--- config.mk ---
export PLATFORM = sky130hd
export DESIGN_NAME = slot_backoff_timer
export DESIGN_NICKNAME = d
export VERILOG_FILES = /design/src/rtl/bkoff_pkg.sv /design/src/rtl/bkoff_prescale.sv /design/src/rtl/bkoff_unit_cnt.sv /design/src/rtl/slot_backoff_timer.sv
export SDC_FILE = /design/constraint.sdc
export NUM_CORES = 1
export LEC_CHECK = 0
export ABC_CLOCK_PERIOD_IN_PS = 1500
export BUFFER_PORTS_ARGS = -buffer_cell sky130_fd_sc_hd__buf_2
export CAP_MARGIN = 15
export CORE_AREA = 4 4 90 92
export CTS_CLUSTER_DIAMETER = 100
export DETAILED_ROUTE_END_ITERATION = 7
export DIE_AREA = 0 0 94 96
export GPL_TIMING_DRIVEN = 0
export PLACE_DENSITY = 0.67
export RECOVER_POWER = 100
export SLEW_MARGIN = 20
export SYNTH_ARGS = -nofsm -noshare
export SYNTH_HDL_FRONTEND = slang
export SYNTH_SLANG_ARGS = --single-unit
--- constraint.sdc ---
create_clock -name clk -period 1.5 [get_ports clk]
set_clock_uncertainty 0.05 [all_clocks]
set_input_delay 0.3 -clock clk [delete_from_list [all_inputs] [get_ports clk]]
set_output_delay 0.3 -clock clk [all_outputs]
set_load 0.005 [all_outputs]
--- src/rtl/bkoff_pkg.sv ---
package bkoff_pkg;
  typedef enum logic [1:0] {
    ST_IDLE  = 2'd0,
    ST_DEFER = 2'd1,
    ST_SLOT  = 2'd2
  } bk_state_t;
endpackage

--- src/rtl/bkoff_prescale.sv ---
// Divides the clock into 100 ns units; restarts on clear.
module bkoff_prescale #(
  parameter int TICK_DIV = 10
) (
  input  logic clk,
  input  logic rst_n,
  input  logic run,
  input  logic clear,
  output logic tick
);
  localparam int CW = (TICK_DIV > 2) ? $clog2(TICK_DIV) : 1;
  localparam logic [CW-1:0] LAST = CW'(TICK_DIV - 1);

  logic [CW-1:0] cnt_q, cnt_d;
  logic          cnt_en;

  assign tick   = run && !clear && (cnt_q == LAST);
  assign cnt_en = clear || run;

  always_comb begin
    cnt_d = cnt_q;
    if (clear)     cnt_d = '0;
    else if (tick) cnt_d = '0;
    else if (run)  cnt_d = cnt_q + CW'(1);
  end

  always_ff @(posedge clk or negedge rst_n) begin
    if (!rst_n)      cnt_q <= '0;
    else if (cnt_en) cnt_q <= cnt_d;
  end
endmodule

--- src/rtl/bkoff_unit_cnt.sv ---
// Counts units up to a target; flags the unit that completes it.
module bkoff_unit_cnt #(
  parameter int W = 16
) (
  input  logic         clk,
  input  logic         rst_n,
  input  logic         clear,
  input  logic         tick,
  input  logic [W-1:0] target,
  output logic         expire
);
  logic [W-1:0] cnt_q, cnt_d;
  logic [W:0]   cnt_inc;
  logic         cnt_en;

  assign cnt_inc = {1'b0, cnt_q} + (W+1)'(1);
  assign expire  = tick && !clear && (cnt_inc >= {1'b0, target});
  assign cnt_en  = clear || tick;

  always_comb begin
    cnt_d = cnt_q;
    if (clear)       cnt_d = '0;
    else if (expire) cnt_d = '0;
    else if (tick)   cnt_d = cnt_inc[W-1:0];
  end

  always_ff @(posedge clk or negedge rst_n) begin
    if (!rst_n)      cnt_q <= '0;
    else if (cnt_en) cnt_q <= cnt_d;
  end
endmodule

--- src/rtl/slot_backoff_timer.sv ---
module slot_backoff_timer #(
  parameter int TICK_DIV = 10,
  parameter int CNT_W    = 16,
  parameter int DUR_W    = 10,
  parameter int EXT_W    = 16
) (
  input  logic             clk,
  input  logic             rst_n,
  input  logic [DUR_W-1:0] slot_len,
  input  logic [DUR_W-1:0] ifs_len,
  input  logic [EXT_W-1:0] ext_ifs_len,
  input  logic             use_ext_ifs,
  input  logic             medium_busy,
  input  logic [CNT_W-1:0] load_cnt,
  input  logic             start,
  input  logic             clr,
  input  logic             pause,
  output logic [CNT_W-1:0] remaining,
  output logic             active,
  output logic             done
);
  import bkoff_pkg::*;

  localparam int TGT_W = (EXT_W > DUR_W) ? EXT_W : DUR_W;

  // reset: asserted asynchronously, released after two clocks
  logic [1:0] rst_sync_q;
  logic       rst_i;
  always_ff @(posedge clk or negedge rst_n) begin
    if (!rst_n) rst_sync_q <= 2'b00;
    else        rst_sync_q <= {rst_sync_q[0], 1'b1};
  end
  assign rst_i = rst_sync_q[1];

  bk_state_t        state_q, state_d;
  logic [CNT_W-1:0] rem_q, rem_d;
  logic             done_q, done_d;
  logic             run, restart, tick, expire;
  logic [TGT_W-1:0] target;

  assign active  = (state_q != ST_IDLE);
  assign run     = active && !pause && !medium_busy;
  assign restart = start || clr || (active && medium_busy);

  always_comb begin
    if (state_q == ST_SLOT)  target = TGT_W'(slot_len);
    else if (use_ext_ifs)    target = TGT_W'(ext_ifs_len);
    else                     target = TGT_W'(ifs_len);
  end

  bkoff_prescale #(.TICK_DIV(TICK_DIV)) u_pre (
    .clk(clk), .rst_n(rst_i), .run(run), .clear(restart), .tick(tick)
  );

  bkoff_unit_cnt #(.W(TGT_W)) u_unit (
    .clk(clk), .rst_n(rst_i), .clear(restart), .tick(tick),
    .target(target), .expire(expire)
  );

  always_comb begin
    state_d = state_q;
    rem_d   = rem_q;
    done_d  = 1'b0;
    if (clr) begin
      state_d = ST_IDLE;
      rem_d   = '0;
    end else if (start) begin
      state_d = ST_DEFER;
      rem_d   = load_cnt;
    end else if (active && medium_busy) begin
      state_d = ST_DEFER;
    end else if (expire) begin
      if (state_q == ST_DEFER) begin
        if (rem_q == '0) begin
          state_d = ST_IDLE;
          done_d  = 1'b1;
        end else begin
          state_d = ST_SLOT;
        end
      end else if (state_q == ST_SLOT) begin
        rem_d = rem_q - CNT_W'(1);
        if (rem_q == CNT_W'(1)) begin
          state_d = ST_IDLE;
          done_d  = 1'b1;
        end
      end
    end
  end

  always_ff @(posedge clk or negedge rst_i) begin
    if (!rst_i) begin
      state_q <= ST_IDLE;
      rem_q   <= '0;
      done_q  <= 1'b0;
    end else begin
      state_q <= state_d;
      rem_q   <= rem_d;
      done_q  <= done_d;
    end
  end

  assign remaining = rem_q;
  assign done      = done_q;
endmodule

==> summary.txt <==
Global routing
  – First-pass GRT wire length: 15,700 µm
  – Overall fraction of global-route tracks in use: 0.216
  – Largest net degree at the start of global routing: 30
  – Total gr overflow: 0
  – Number of global-route vias before repair: 3,268
  – Initial antenna violation count: 0

Placed design
  – Pre-CTS setup slack: -2.22 ns
  – DP Wirelength: 6970 µm
  – IO buf count: 76
  – Placer Congestion: 0.838
  – Cells after DPL: 552

STA
  – Slew headroom: 0.355
  – Setup Viol. Count Final: 37
  – Final setup margin: -1.74 ns
  – FMAX: 0.309 GHz
  – Crit path time final: 3.24 ns
  – Fin crit share: 2.16
  – Max Slew Vio Count: 0
  – Hold Vio Cnt, Final: 0
  – Worst Tran Pin Value: 0.960 ns
  – RSZ-0062 raised after global routing: yes

Clock tree
  – CTS Buffer Depth: 2
  – Root Driver: clkbuf_8
  – Worst-path clk slew: 0.08 ns
  – H-tree levels: 2
  – Clock buffer count from CTS: 5
  – Clock sink count: 41
  – CTS tree: done
  – Clk Latency, worst-skew pair: 0.30 ns

Critical path
  – CP Max Fanout: 4
  – Data arrival time of the worst path: 3.38 ns
  – CP max stage delay: 0.42 ns
  – Crit. End Element: register
  – Critical-path cell list: ha_4, nand3_4, nor3_4, buf_6, nand3_4, xnor2_2, ha_4, nand4_1, nor2_1, a2bb2oi_4, a311oi_4, buf_6, nand4b_1, a311oi_1
  – Critical path data required time: 1.65 ns
  – R2R Setup Slk: -1.74 ns
  – Setup CP Type: reg -> reg
  – Max stage delay cell, worst path: dfrtp_2
  – Critical path launch point type: register

Drt
  – DRT Pass-1 Iters: 4
  – Initial DRC count: 234
  – Routed wire per std cell: 16.3 µm
  – Total Wirelength: 9690 µm
  – Post-DRT Antenna Nets: 0
  – Vias: 3,312
  – Via density: 5.57
  – Remaining DRCs: 0

Floorplanning
  – Die height: 96 µm
  – Core area: 7210 µm²
  – Boundary Pins: 77
  – Effective utilization at floorplan: 0.443
  – Die area: 9020 µm²
  – Rows: 31
  – Die X: 94 µm

Flow run
  – Maxcap violations: 0

Pwr
  – Part of the power in combinational logic: 0.202
  – Pwr/cell area: 524 nW/µm²
  – LEAKAGE: 2.00 nW
  – Internal power: 1.70 mW
  – Sw Ratio: 0.297
  – Sequential Power Share: 0.496
  – Switching power of the nets: 716 µW
  – Max IR drop VDD: 0.535 mV
  – Clock power share: 0.303

Outcome
  – Status: finished, violations left
  – Failing checks: setup timing

Synthesis
  – Area of the mapped netlist: 3190 µm²
  – Main synth FF type: dfrtp_1
  – Ys Warns: 0
  – Post-synth top cells: 43 x nand2_1, 41 x dfrtp_1, 30 x nor2_1
  – Cell taking the most area after synthesis: dfrtp_1
  – Cells after Synth: 376
  – Number of synthesized flops with an enable pin: 0
  – Post-Syn Nets: 456
  – Synth async-reset ratio: 1.00
  – Top cells by area, synth: dfrtp_1 32%, ha_1 8.2%, nand2_1 5.1%
  – Sequential share of the synthesized area: 0.321
  – Share of the synthesized area in the top cell type: 0.321
  – Yosys reg bits: 41
  – Post-synth cell types: 60
  – Avg Cell Area, Syn: 8.50 µm²
  – Top-count cell post-synth: nand2_1

Final layout
  – Share of cells above drive strength 1: 0.409
  – Synth-to-layout area growth: 44.3%
  – Fin nets: 575
  – Final non-filler cell total: 595
  – Antenna Cells: 0
  – Layout fillers: 617
  – Fin util: 0.639

Worst hold path
  – Worst min path class: reg -> async
## sequential cells by signal, summed over array words and instances, names as in the netlist
register,flops
done,1
remaining,16
rst_sync_q,2
state_q,2
u_pre.cnt_q,4
u_unit.cnt_q,16
## power groups by stage
stage	clock, mW	combinational [mW]	sequential [mW]
finish	0.730	0.487	1.20
global route	0.791	0.544	1.21
CTS	0.732	0.463	1.20
detailed placement	0	0.434	1.21
global placement	0	0.402	1.23
floorplan	0	0.242	1.21
## stage by stage
stage | setup TNS [ns] | instance area (µm²) | power (mW) | hold WS (ns)
after detailed placement | -69.15 | 3920 | 1.65 | 0.0357
after CTS | -59.88 | 4420 | 2.39 | 0.110
after floorplan | -47.89 | 3390 | 1.46 | -0.0456
final | -55.60 | 4610 | 2.41 | 0.103
after global routing | -62.17 | 4610 | 2.54 | 0.129
after global placement | -79.46 | 3890 | 1.63 | 0.0355
## routing by layer
metal	routed length (µm)	share of wire	vias to the layer above	track usage
met1	4140	0.43	1612	0.289
met4	69	0.0071	0	0.0505
li1	-	-	1621	-
met2	5030	0.52	72	0.367
met5	0	0	-	0
met3	452	0.047	7	0.0352
## worst max-delay path, delay by kind of cell, from the launching register on
family                   cells  cell delay (ns)
AO/OA/AOI/OAI                3             0.79
XOR/XNOR                     1             0.17
adder cells (fa/ha/maj)      2             0.46
buffers and inverters        2             0.32
flip-flops                   1             0.42
AND/OR/NAND/NOR              6             0.92
## area by class of cell
cell class                 instances  area [µm²]  area share
sequential                        41        1040       0.225
tap                               99         124      0.0269
clock buffer                       7        76.3      0.0166
multi-input combinational        305        2510       0.545
clock inverter                     1        5.00     0.00109
inverter                          12        45.0     0.00977
buffer                            17         115      0.0250
timing repair buffer             113         693       0.150
## final timing paths
check	startpoint	endpoint	cells after the start
worst max-delay path	u_unit.cnt_q[1]$_DFFE_PN0P_	remaining[11]$_DFFE_PN0P_	14
worst min-delay path	rst_sync_q[1]$_DFF_PN0_	remaining[4]$_DFFE_PN0P_	0
worst max register to register	u_unit.cnt_q[1]$_DFFE_PN0P_	remaining[11]$_DFFE_PN0P_	14
worst min register to register	rst_sync_q[1]$_DFF_PN0_	remaining[4]$_DFFE_PN0P_	0
max in group asynchronous	rst_sync_q[1]$_DFF_PN0_	state_q[1]$_DFFE_PN0P_	1
min in group clk	clr	remaining[12]$_DFFE_PN0P_	2
## cell usage in the layout, fill, tap and decap left out, drive strengths merged, types with 11 or more instances in the layout
cell type | Yosys | final
inv | 12 | 12
dfrtp | 41 | 41
nand2 | 43 | 43
nand4 | 11 | 11
ha | 21 | 21
nor3 | 13 | 13
buf | 5 | 117
xnor2 | 15 | 15
o21ai | 12 | 12
clkbuf | 13 | 19
nand3 | 18 | 18
mux2i | 11 | 11
nor2 | 31 | 31
a21oi | 29 | 29
## kinds of logic after synthesis
group	share of synthesized area
AOI/OAI and AO/OA	0.167
xor gates and xnor gates	0.0548
adders and majority gates	0.0823
buffers and inverters	0.0380
DFF	0.321
muxes	0.0380
other	0.00117
and+or+nand+nor	0.298
## what timing repair did
item                                    4_1_cts  5_1_grt
hold buffers                                  1        0
pin swaps                                    22       17
gates resized for setup                      48       21
buffers inserted                             19       15
cloned                                        1        0
endpoints found under the hold margin         2        0
endpoints found under the setup margin       38       38
No activity file was read; power rests on OpenSTA's default activity.
